[config.mk]
export PLATFORM = sky130hd
export DESIGN_NAME = tmr_clk_source
export DESIGN_NICKNAME = d
export VERILOG_FILES = /design/src/rtl/tcs_pkg.sv /design/src/rtl/tcs_prescaler.sv /design/src/rtl/tcs_ext_edge.sv /design/src/rtl/tcs_sel_fsm.sv /design/src/rtl/tmr_clk_source.sv
export SDC_FILE = /design/constraint.sdc
export NUM_CORES = 1
export LEC_CHECK = 0
export BUFFER_PORTS_ARGS = -buffer_cell sky130_fd_sc_hd__buf_4
export CAP_MARGIN = 40
export CORE_ASPECT_RATIO = 0.8
export CORE_UTILIZATION = 30
export CTS_CLUSTER_SIZE = 16
export DETAILED_ROUTE_END_ITERATION = 7
export MAX_ROUTING_LAYER = met4
export PLACE_DENSITY = 0.49
export SYNTH_ARGS = -nofsm -noshare
export SYNTH_HDL_FRONTEND = slang
export SYNTH_HIERARCHICAL = 1
export SYNTH_SLANG_ARGS = --single-unit
[constraint.sdc]
create_clock -name clk -period 2.17 [get_ports clk]
set_input_delay 0.217 -clock clk [delete_from_list [all_inputs] [get_ports clk]]
set_output_delay 0.217 -clock clk [all_outputs]
set_load 0.05 [all_outputs]
[src/rtl/tcs_pkg.sv]
package tcs_pkg;

    // Select codes; the numeric values are the software-visible encoding.
    typedef enum logic [2:0] {
        SEL_STOP     = 3'b000,
        SEL_DIV1     = 3'b001,
        SEL_DIV8     = 3'b010,
        SEL_DIV64    = 3'b011,
        SEL_DIV256   = 3'b100,
        SEL_DIV1024  = 3'b101,
        SEL_EXT_FALL = 3'b110,
        SEL_EXT_RISE = 3'b111
    } clk_sel_e;

    // Selector states, one per source.
    typedef enum logic [2:0] {
        ST_STOP,
        ST_DIV1,
        ST_DIV8,
        ST_DIV64,
        ST_DIV256,
        ST_DIV1024,
        ST_EXT_FALL,
        ST_EXT_RISE
    } src_state_e;

    localparam int PRESC_W  = 10;
    localparam int NUM_TAPS = 4;

    // log2 of each divide ratio, in tap order (8, 64, 256, 1024).
    localparam int TAP_LOG2 [NUM_TAPS] = '{3, 6, 8, 10};

endpackage

[src/rtl/tcs_prescaler.sv]
module tcs_prescaler
    import tcs_pkg::*;
#(
    parameter int W     = PRESC_W,
    parameter int NTAPS = NUM_TAPS
) (
    input  logic             clk,
    input  logic             rst_n,
    input  logic             clr,
    output logic [NTAPS-1:0] tick
);

    logic [W-1:0] cnt_q;

    always_ff @(posedge clk or negedge rst_n) begin
        if (!rst_n) begin
            cnt_q <= '0;
        end else if (clr) begin
            cnt_q <= '0;
        end else begin
            cnt_q <= cnt_q + 1'b1;
        end
    end

    // One tick per tap: high when the low log2(N) count bits are all ones.
    for (genvar g = 0; g < NTAPS; g++) begin : g_tap
        localparam int LB = TAP_LOG2[g];
        assign tick[g] = &cnt_q[LB-1:0];
    end

endmodule

[src/rtl/tcs_ext_edge.sv]
module tcs_ext_edge #(
    parameter int SYNC_STAGES = 2
) (
    input  logic clk,
    input  logic rst_n,
    input  logic pin,
    output logic rise,
    output logic fall
);

    logic [SYNC_STAGES-1:0] sync_q;
    logic                   prev_q;
    logic                   synced;

    assign synced = sync_q[SYNC_STAGES-1];

    always_ff @(posedge clk or negedge rst_n) begin
        if (!rst_n) begin
            sync_q <= '0;
            prev_q <= 1'b0;
        end else begin
            sync_q <= {sync_q[SYNC_STAGES-2:0], pin};
            prev_q <= synced;
        end
    end

    assign rise = synced & ~prev_q;
    assign fall = ~synced & prev_q;

endmodule

[src/rtl/tcs_sel_fsm.sv]
module tcs_sel_fsm
    import tcs_pkg::*;
#(
    parameter int NTAPS = NUM_TAPS
) (
    input  logic             clk,
    input  logic             rst_n,
    input  logic [2:0]       sel,
    input  logic [NTAPS-1:0] tick,
    input  logic             ext_rise,
    input  logic             ext_fall,
    output logic             cnt_en
);

    src_state_e state_q;
    src_state_e state_d;

    // Next-state decode: the select code names the next state directly.
    always_comb begin
        unique case (clk_sel_e'(sel))
            SEL_STOP:     state_d = ST_STOP;
            SEL_DIV1:     state_d = ST_DIV1;
            SEL_DIV8:     state_d = ST_DIV8;
            SEL_DIV64:    state_d = ST_DIV64;
            SEL_DIV256:   state_d = ST_DIV256;
            SEL_DIV1024:  state_d = ST_DIV1024;
            SEL_EXT_FALL: state_d = ST_EXT_FALL;
            SEL_EXT_RISE: state_d = ST_EXT_RISE;
            default:      state_d = ST_STOP;
        endcase
    end

    // State register.
    always_ff @(posedge clk or negedge rst_n) begin
        if (!rst_n) begin
            state_q <= ST_STOP;
        end else begin
            state_q <= state_d;
        end
    end

    // Output process: forward the enable source of the current state.
    always_comb begin
        unique case (state_q)
            ST_STOP:     cnt_en = 1'b0;
            ST_DIV1:     cnt_en = 1'b1;
            ST_DIV8:     cnt_en = tick[0];
            ST_DIV64:    cnt_en = tick[1];
            ST_DIV256:   cnt_en = tick[2];
            ST_DIV1024:  cnt_en = tick[3];
            ST_EXT_FALL: cnt_en = ext_fall;
            ST_EXT_RISE: cnt_en = ext_rise;
            default:     cnt_en = 1'b0;
        endcase
    end

endmodule

[src/rtl/tmr_clk_source.sv]
module tmr_clk_source
    import tcs_pkg::*;
#(
    parameter int PRESC_WIDTH = PRESC_W,
    parameter int SYNC_DEPTH  = 2
) (
    input  logic       clk,
    input  logic       rst_n,
    input  logic       presc_clr,
    input  logic [2:0] clk_sel,
    input  logic       ext_pin,
    output logic       cnt_en
);

    localparam int NT = NUM_TAPS;

    logic [NT-1:0] tick;
    logic          ext_rise;
    logic          ext_fall;

    tcs_prescaler #(
        .W     (PRESC_WIDTH),
        .NTAPS (NT)
    ) u_presc (
        .clk   (clk),
        .rst_n (rst_n),
        .clr   (presc_clr),
        .tick  (tick)
    );

    tcs_ext_edge #(
        .SYNC_STAGES (SYNC_DEPTH)
    ) u_edge (
        .clk   (clk),
        .rst_n (rst_n),
        .pin   (ext_pin),
        .rise  (ext_rise),
        .fall  (ext_fall)
    );

    tcs_sel_fsm #(
        .NTAPS (NT)
    ) u_fsm (
        .clk      (clk),
        .rst_n    (rst_n),
        .sel      (clk_sel),
        .tick     (tick),
        .ext_rise (ext_rise),
        .ext_fall (ext_fall),
        .cnt_en   (cnt_en)
    );

endmodule

### Word-level counts from Yosys, hierarchy flattened

Memories as Yosys holds them, arrays and structs flattened. A register that Yosys moved wholly into a read port is not among the register bits.
Cells that the tools add are included.

| cells by class | value |
|---|---|
| add/sub/neg operators | 1 |
| multipliers | 0 |
| divide/modulo/power cells | 0 |
| $lt $le $gt $ge | 0 |
| eq/ne operators | 7 |
| shift-type cells | 0 |
| muxes and demuxes | 2 |
| bitwise gates (word level) | 4 |
| reduce and logical (&&, ||, !) cells | 6 |

Operators by type and width:

| cell | number |
|---|---|
| 3-bit == test, second input constant | 4 |
| 10-bit by 1-bit adder with 10-bit output, second input constant | 1 |
| 10-bit 2-to-1 mux | 1 |
| 10-bit AND reduction | 1 |
| 1-bit one-hot mux with 8 select lines | 1 |
| 8-bit AND reduction | 1 |
| 3-bit by 2-bit == test with 1-bit output, second input constant | 2 |
| 6-bit AND reduction | 1 |
| 3-bit by 1-bit == test with 1-bit output, second input constant | 1 |
| 3-bit zero test | 1 |
| 3-bit AND reduction | 1 |
| 1-bit bitwise AND | 2 |
| 1-bit NOT | 2 |
| 1-bit zero test | 1 |

| word-level totals | value |
|---|---|
| register bits | 13 |
| bits in latches | 0 |
| RAM bits | 0 |
| bits in read-only memories | 24 |
| output and inout port bits | 1 |
| word-level logic and storage cells | 24 |
| memories | 1 |

Memories:

| memory | depth | bits a word | read ports | clocked after Yosys merged registers in | write ports | line | RTL |
|---|---|---|---|---|---|---|---|
| (name not given) | 8 | 3 | 1 | 1 | 0 | tcs_sel_fsm.sv:20 | `unique case (clk_sel_e'(sel))` |

### Logic depth before layout (Yosys ltp)

Gate-level depths: netlist (run 1).

| logic depth | value |
|---|---|
| depth in word-level cells | 3 |
| mapped depth | 6 |

### Hierarchy

Netlist (run 1), hierarchy kept.

By module, submodules not included:

| module | instances | cells each | area an instance (um2) | seq. area each (um2) |
|---|---|---|---|---|
| tcs_prescaler | 1 | 49 | 498.0 | 250.2 |
| tcs_sel_fsm | 1 | 13 | 140.1 | 75.1 |
| tcs_ext_edge | 1 | 5 | 90.1 | 75.1 |

### Least setup slack after synthesis (run 1)

Ideal clock, no wire load.

| path | value |
|---|---|
| path kind | register -> output |
| start point | register u_presc.cnt_q[0] |
| end point | output cnt_en |
| arrival time | 1,826 ps |
| data required time | 1,953 ps |
| setup slack | 127 ps |
| cell stages (with the launch flop) | 7 |
| path buffers | 0 |
| cell sequence | dfrtp_1 > ha_1 > and4_2 > and3_1 > and2b_1 > o21ai_1 > or3_1 |

| on the way | value |
|---|---|
| cells in the longest elaborated chain, start to end | 2 |

RTL lines:

| what | line | RTL |
|---|---|---|
| from (decl) | tcs_prescaler.sv:13 | `logic [W-1:0] cnt_q;` |
| from (signal assigned) | tcs_prescaler.sv:21 | `cnt_q <= cnt_q + 1'b1;` |
| 10-bit AND reduction | tcs_prescaler.sv:28 | `assign tick[g] = &cnt_q[LB-1:0];` |
| named net tick[3] | tmr_clk_source.sv:17 | `logic [NT-1:0] tick;` |
| 1-bit one-hot mux with 8 select lines | tcs_sel_fsm.sv:44 | `unique case (state_q)` |
| to (decl) | tmr_clk_source.sv:12 | `output logic cnt_en` |

The timed path passes the listed nets, and every way through them passes these cells.

### Worst setup path in the final report (run 1)

| path | value |
|---|---|
| start point | register u_presc.cnt_q[1] |
| end point | output cnt_en |

Same word-level chain as after synthesis.

==> metrics, run 1 <==
drt total wl=~1.4 mm; Peak Freq=roughly 460 MHz; GP Congestion=approximately 0.77; Mapped Area=728 µm²; H-tree Lvls=1; maximum vdd drop=0.260 mV; IO Count=8; RSZ-0062 raised after global routing=yes; via total after detailed routing=519; Leakage=roughly 0.40 nW; hold slack=about 0.025 ns; vias in the first global route=between 400 and 500; via density per instance=around 4.9; area of the multi-input gates=332 µm²; worst-margin pin slew=~0.21 ns; clock latency on the worst-skew pair=0.29 ns; Initial Utilization=0.329; max cap viols=0; type of origin of the critical path=flop; Crit Path Max Fanout=4; Mapped Avg Cell Area=~11 µm²; required time worst endpoint=just under 2 ns; Setup WS post-layout=-0.0239 ns; die area=approximately 2600 µm²; Max Buffers Root-to-Sink=2; Setup CP Type=reg2out; fin crit share=1.01; Std-Cell Rows=15; post-synthesis sequential area ratio=0.550; Die Ht=approximately 46 µm; Final nets=between 90 and 100; antenna fix cells=0; share of layout cells above drive strength 1=0.280; Worst Setup End Kind=output port; antenna violations before repair=0; filler cell count in the final layout=239; final antenna-violating net count=0; outcome=finished with violations; Die X=between 50 and 60 µm; DR WL/cell=around 13 µm; first-pass GRT wire length=2.26 mm; Final Hold Violating Endpoints=0; PortBufs=7; HPWL after DPL=around 930 µm; register bit total from synthesis=16; Pre-antenna DRT Iters=3; Root Driver=clkbuf_4; P&R area growth vs syn=23.0%; Layout Cells excl Fill=between 100 and 150; TritonCTS clock tree=done; min cycle time layout=approximately 2.2 ns; Synth cell types=28; clk sink count=16; largest net degree at the start of global routing=17; Syn Nets=76; WP data arrival=between 1.5 and 2 ns; failing checks=negative setup slack; min-delay worst type=in2reg; Final Setup Violations=1; cts bufs inserted=3; Sequential Area=400 µm²; grt ovf=0; Core ar.=2210 µm²; Slew headroom=0.861; GRT Total Usage=0.123; Post-Syn Instances=67; initial DRC count=18; fin. max-slew vios=0; Clock Skew=approximately 0.0028 ns; Ys Warns=6; # DRC=0; Placed Cells=99; PwrDens=between 600 and 700 nW/µm²; Post-Route Setup TNS=-0.0239 ns; clock slew at reported path FFs=~0.1 ns
## routing by layer
metal	track usage	wire (µm)	part of all wire	vias to the layer above
met5	-	0	0	-
met1	0.178	768	0.57	245
met2	0.155	529	0.39	7
met3	0.0590	60	0.044	0
li1	-	-	-	267
met4	0.0146	0	0	0
## cell usage after synthesis
| library cell | count | area [µm²] |
|---|---|---|
| dfrtp_1 | 16 | 400 |
| mux2_2 | 1 | 11.3 |
| buf_4 | 1 | 7.51 |
| o31ai_1 | 1 | 7.51 |
| and2_1 | 1 | 6.26 |
| nor2_1 | 6 | 22.5 |
| nor3b_1 | 1 | 7.51 |
| a21oi_1 | 4 | 20.0 |
| and2b_2 | 1 | 8.76 |
| nand4_1 | 1 | 6.26 |
| and4_2 | 1 | 10.0 |
| and2b_1 | 1 | 7.51 |
| nand2b_1 | 2 | 12.5 |
| o21ai_0 | 3 | 15.0 |
| or3_1 | 2 | 12.5 |
| mux2i_1 | 1 | 10.0 |
| nand2_1 | 4 | 15.0 |
| and4_1 | 1 | 8.76 |
| or3_2 | 1 | 7.51 |
| o21ai_1 | 1 | 5.00 |
| nand4_2 | 1 | 12.5 |
| and3_1 | 1 | 6.26 |
| nor2b_1 | 4 | 25.0 |
| or4_1 | 1 | 7.51 |
| xor2_1 | 2 | 17.5 |
| nand3b_1 | 1 | 7.51 |
| nand3_1 | 5 | 25.0 |
| ha_1 | 2 | 25.0 |
## metrics by stage
| step | worst slack [ns] | utilization | cell area, µm² | power (mW) |
|---|---|---|---|---|
| 3_5_place_dp | 0.132 | 0.367 | 812 | 0.365 |
| 5_1_grt | -0.101 | 0.405 | 896 | 0.603 |
| 2_1_floorplan | 0.127 | - | 728 | 0.342 |
| 6_report | -0.0239 | 0.405 | 896 | 0.570 |
| 3_3_place_gp | 0.154 | 0.367 | 812 | 0.364 |
| 4_1_cts | -0.0333 | 0.401 | 888 | 0.581 |
## final timing paths
check,from,end,slack [ns],cells after the start
worst min-delay path,clk_sel[0],u_fsm/state_q[0]$_DFF_PN0_,0.03,1
worst min register to register,u_edge/sync_q[0]$_DFF_PN0_,u_edge/sync_q[1]$_DFF_PN0_,0.36,0
max in group asynchronous,rst_n,u_edge/prev_q$_DFF_PN0_,1.67,2
min in group asynchronous,rst_n,u_presc/cnt_q[5]$_DFF_PN0_,0.32,2
worst max register to register,u_presc/cnt_q[1]$_DFF_PN0_,u_presc/cnt_q[9]$_DFF_PN0_,0.70,5
worst max-delay path,u_presc/cnt_q[1]$_DFF_PN0_,cnt_en,-0.02,7
## placed cells by master (no fill, tap or decap), types with 2 or more instances in the layout
cell type / count
a21oi_1: 4
dfrtp_1: 16
nor2_1: 6
nand3_1: 5
buf_4: 10
o21ai_0: 3
nand2_1: 4
clkbuf_4: 3
or3_1: 2
and4_4: 2
nor2b_1: 4
xor2_1: 2
nand2b_1: 2
## power by group
part	total (mW)	leakage, nW	switching (mW)	internal, mW
logic	0.0514	0.168	0.0242	0.0272
registers	0.317	0.207	0.00896	0.308
clock network	0.201	0.0210	0.0992	0.102
total	0.570	0.396	0.132	0.438
## critical path, stage by stage (launching register included)
cell and delay, ns:
dfrtp_1 0.40, ha_2 0.19, and4_4 0.19, and3_4 0.16, and2b_1 0.18, o21ai_1 0.05
or3_1 0.35, buf_6 0.16
## flip-flops by register name, summed over array words and instances, names as in the netlist
signal         count
u_presc/cnt_q     10
u_edge/prev_q      1
u_fsm/state_q      3
u_edge/sync_q      2
## what timing repair did
action | CTS | global route
resized for setup | 5 | 0
pin swaps | 3 | 0
buffers inserted | 2 | 1
setup endpoints to repair | 1 | 1
hold buffers | 1 | 0
hold endpoints to repair | 16 | 0
## layout make-up
cell class	instances	area share
Tap cell	25	0.0349
Multi-Input combinational cell	50	0.370
Timing Repair Buffer	12	0.108
Clock buffer	4	0.0405
Sequential cell	16	0.447
## kinds of logic (layout without fill, tap and decap cells)
group           count (synthesis)  after routing  synth area share
simple gates                   35             35             0.287
flops                          16             16             0.550
compound gates                  9              9            0.0653
fa+ha+maj                       2              2            0.0344
xor+xnor                        2              2            0.0241
mux                             2              2            0.0292
buf+inv                         1             16            0.0103
(Power assumes the default switching activity.)
==> run 2, diff against run 1 <==
ABC_CLOCK_PERIOD_IN_PS = 2300   (was not set)
clock period = 2.3 ns   (was 2.17 ns; I/O delays follow)
==> metrics, run 2 (synthesis results as in run 1) <==
share of layout cells above drive strength 1=0.247; Setup CP Type=reg2out; Die Ht=approximately 46 µm; Most Crowded Layer GR=met1; worst-margin pin slew=~0.21 ns; Pre-antenna DRT Iters=4; fin crit share=0.957; antenna violations before repair=0; routing usage on met2=0.146; Slew headroom=0.857; WP data arrival=approximately 2.0 ns; RSZ-0062 raised after global routing=no; HPWL after DPL=around 900 µm; Initial Utilization=0.329; antenna fix cells=0; cts bufs inserted=3; min-delay worst type=in2reg; P&R area growth vs syn=21.0%; CP Cell Sequence=ha_2 > and4_4 > and3_1 > and2b_1 > o21ai_1 > or3_1 > buf_6; via total after detailed routing=~530; Final Hold Violating Endpoints=0; DR WL/cell=between 10 and 15 µm; grt ovf=0; fin. max-slew vios=0; Std-Cell Rows=15; outcome=complete, no violations; slowest stage cell on the critical path=dfrtp_1; Post-Route Setup TNS=0 ns; PortBufs=7; clock slew at reported path FFs=around 0.090 ns; required time worst endpoint=between 2 and 2.5 ns; Leakage=0.392 nW; CP max stage delay=~0.40 ns; Final Setup Violations=0; Most flops, register=u_presc/cnt_q; Core ar.=between 2000 and 2500 µm²; GR Util met1=0.164; Crit Path Max Fanout=4; pre-CTS WS=between 0.2 and 0.25 ns; GP Congestion=0.777; Clock Skew=0.00342 ns; die area=around 2600 µm²; IO Count=8; Regs by FF count=u_presc/cnt_q x10, u_fsm/state_q x3, u_edge/sync_q x2; worst r2r src=u_presc/cnt_q[1]$_DFF_PN0_; via density per instance=approximately 5; largest net degree at the start of global routing=17; Final nets=~90; Peak Freq=between 400 and 500 MHz; Die X=approximately 57 µm; Worst Setup End Kind=output port; Crit path max-delay family=simple AND/OR/NAND/NOR gates; final antenna-violating net count=0; clk sink count=16; min cycle time layout=approximately 2.2 ns; clock latency on the worst-skew pair=0.28 ns; GRT Total Usage=0.119; max cap viols=0; most common cell after layout, fill and taps aside=dfrtp_1; drt total wl=between 1 and 1.5 mm; Max Buffers Root-to-Sink=2; filler cell count in the final layout=about 220; Root Driver=clkbuf_4; maximum vdd drop=about 0.24 mV; # DRC=0; Crit. Startpoint=u_presc/cnt_q[1]$_DFF_PN0_; H-tree Lvls=1; Setup WS post-layout=slightly below 0.1 ns; PwrDens=about 600 nW/µm²; hold slack=0.0437 ns; type of origin of the critical path=flop; buffers and inverters on the worst path=1; met3 Usage GRT=0.0506; vias in the first global route=450; most frequent cells in the layout=dfrtp_1 (16), buf_4 (9), nor2_1 (6), nand3_1 (5); Hold Startpoint=ext_pin; Largest register FFs=10; first-pass GRT wire length=2.15 mm; initial DRC count=14; TritonCTS clock tree=done
run 2: cell count changes in the layout (fill, tap and decap cells not counted), sizes merged:
cell	previous run	this run
buf	11	10
run 2: path summary, 6_finish.rpt:
check / to / slack [ns] / cells past startpoint
setup / recovery: cnt_en / 0.1 / 7
hold / removal: u_edge/sync_q[0]$_DFF_PN0_ / 0.04 / 1
setup reg to reg: u_presc/cnt_q[8]$_DFF_PN0_ / 0.81 / 4
hold reg to reg: u_edge/sync_q[1]$_DFF_PN0_ / 0.36 / 0
max in group asynchronous: u_presc/cnt_q[2]$_DFF_PN0_ / 1.78 / 2
min in group asynchronous: u_presc/cnt_q[7]$_DFF_PN0_ / 0.34 / 2
run 2: cell type report:
cell class	count	area, µm²	area share
repair buffers	11	88.8	0.101
well taps	25	31.3	0.0355
multi-input cells	50	324	0.368
flip-flops and latches	16	400	0.455
clock buffers	4	36.3	0.0412
run 2: metrics by stage:
stage,std cells,cell area (µm²),power [mW],util
finish,106,881,0.529,0.398
global route,106,881,0.559,0.398
global placement,98,805,0.342,0.363
floorplan,67,728,0.323,-
CTS,105,872,0.539,0.394
detailed placement,98,805,0.342,0.363
run 2: what timing repair did:
action,4_1_cts,5_1_grt
hold endpoints to repair,16,0
pin swaps,0,2
endpoints found under the setup margin,1,1
hold buffers,1,0
setup buffers,2,1
gates resized for setup,2,1
run 2: where the power goes:
part           internal (mW)  switching [mW]
logic                 0.0234          0.0223
registers              0.291         0.00830
clock network         0.0964          0.0882
run 2: routing by layer:
layer / wire [µm] / part of all wire
met4: 15 / 0.011
met1: 710 / 0.54
met3: 49 / 0.037
met2: 541 / 0.41
met5: 0 / 0
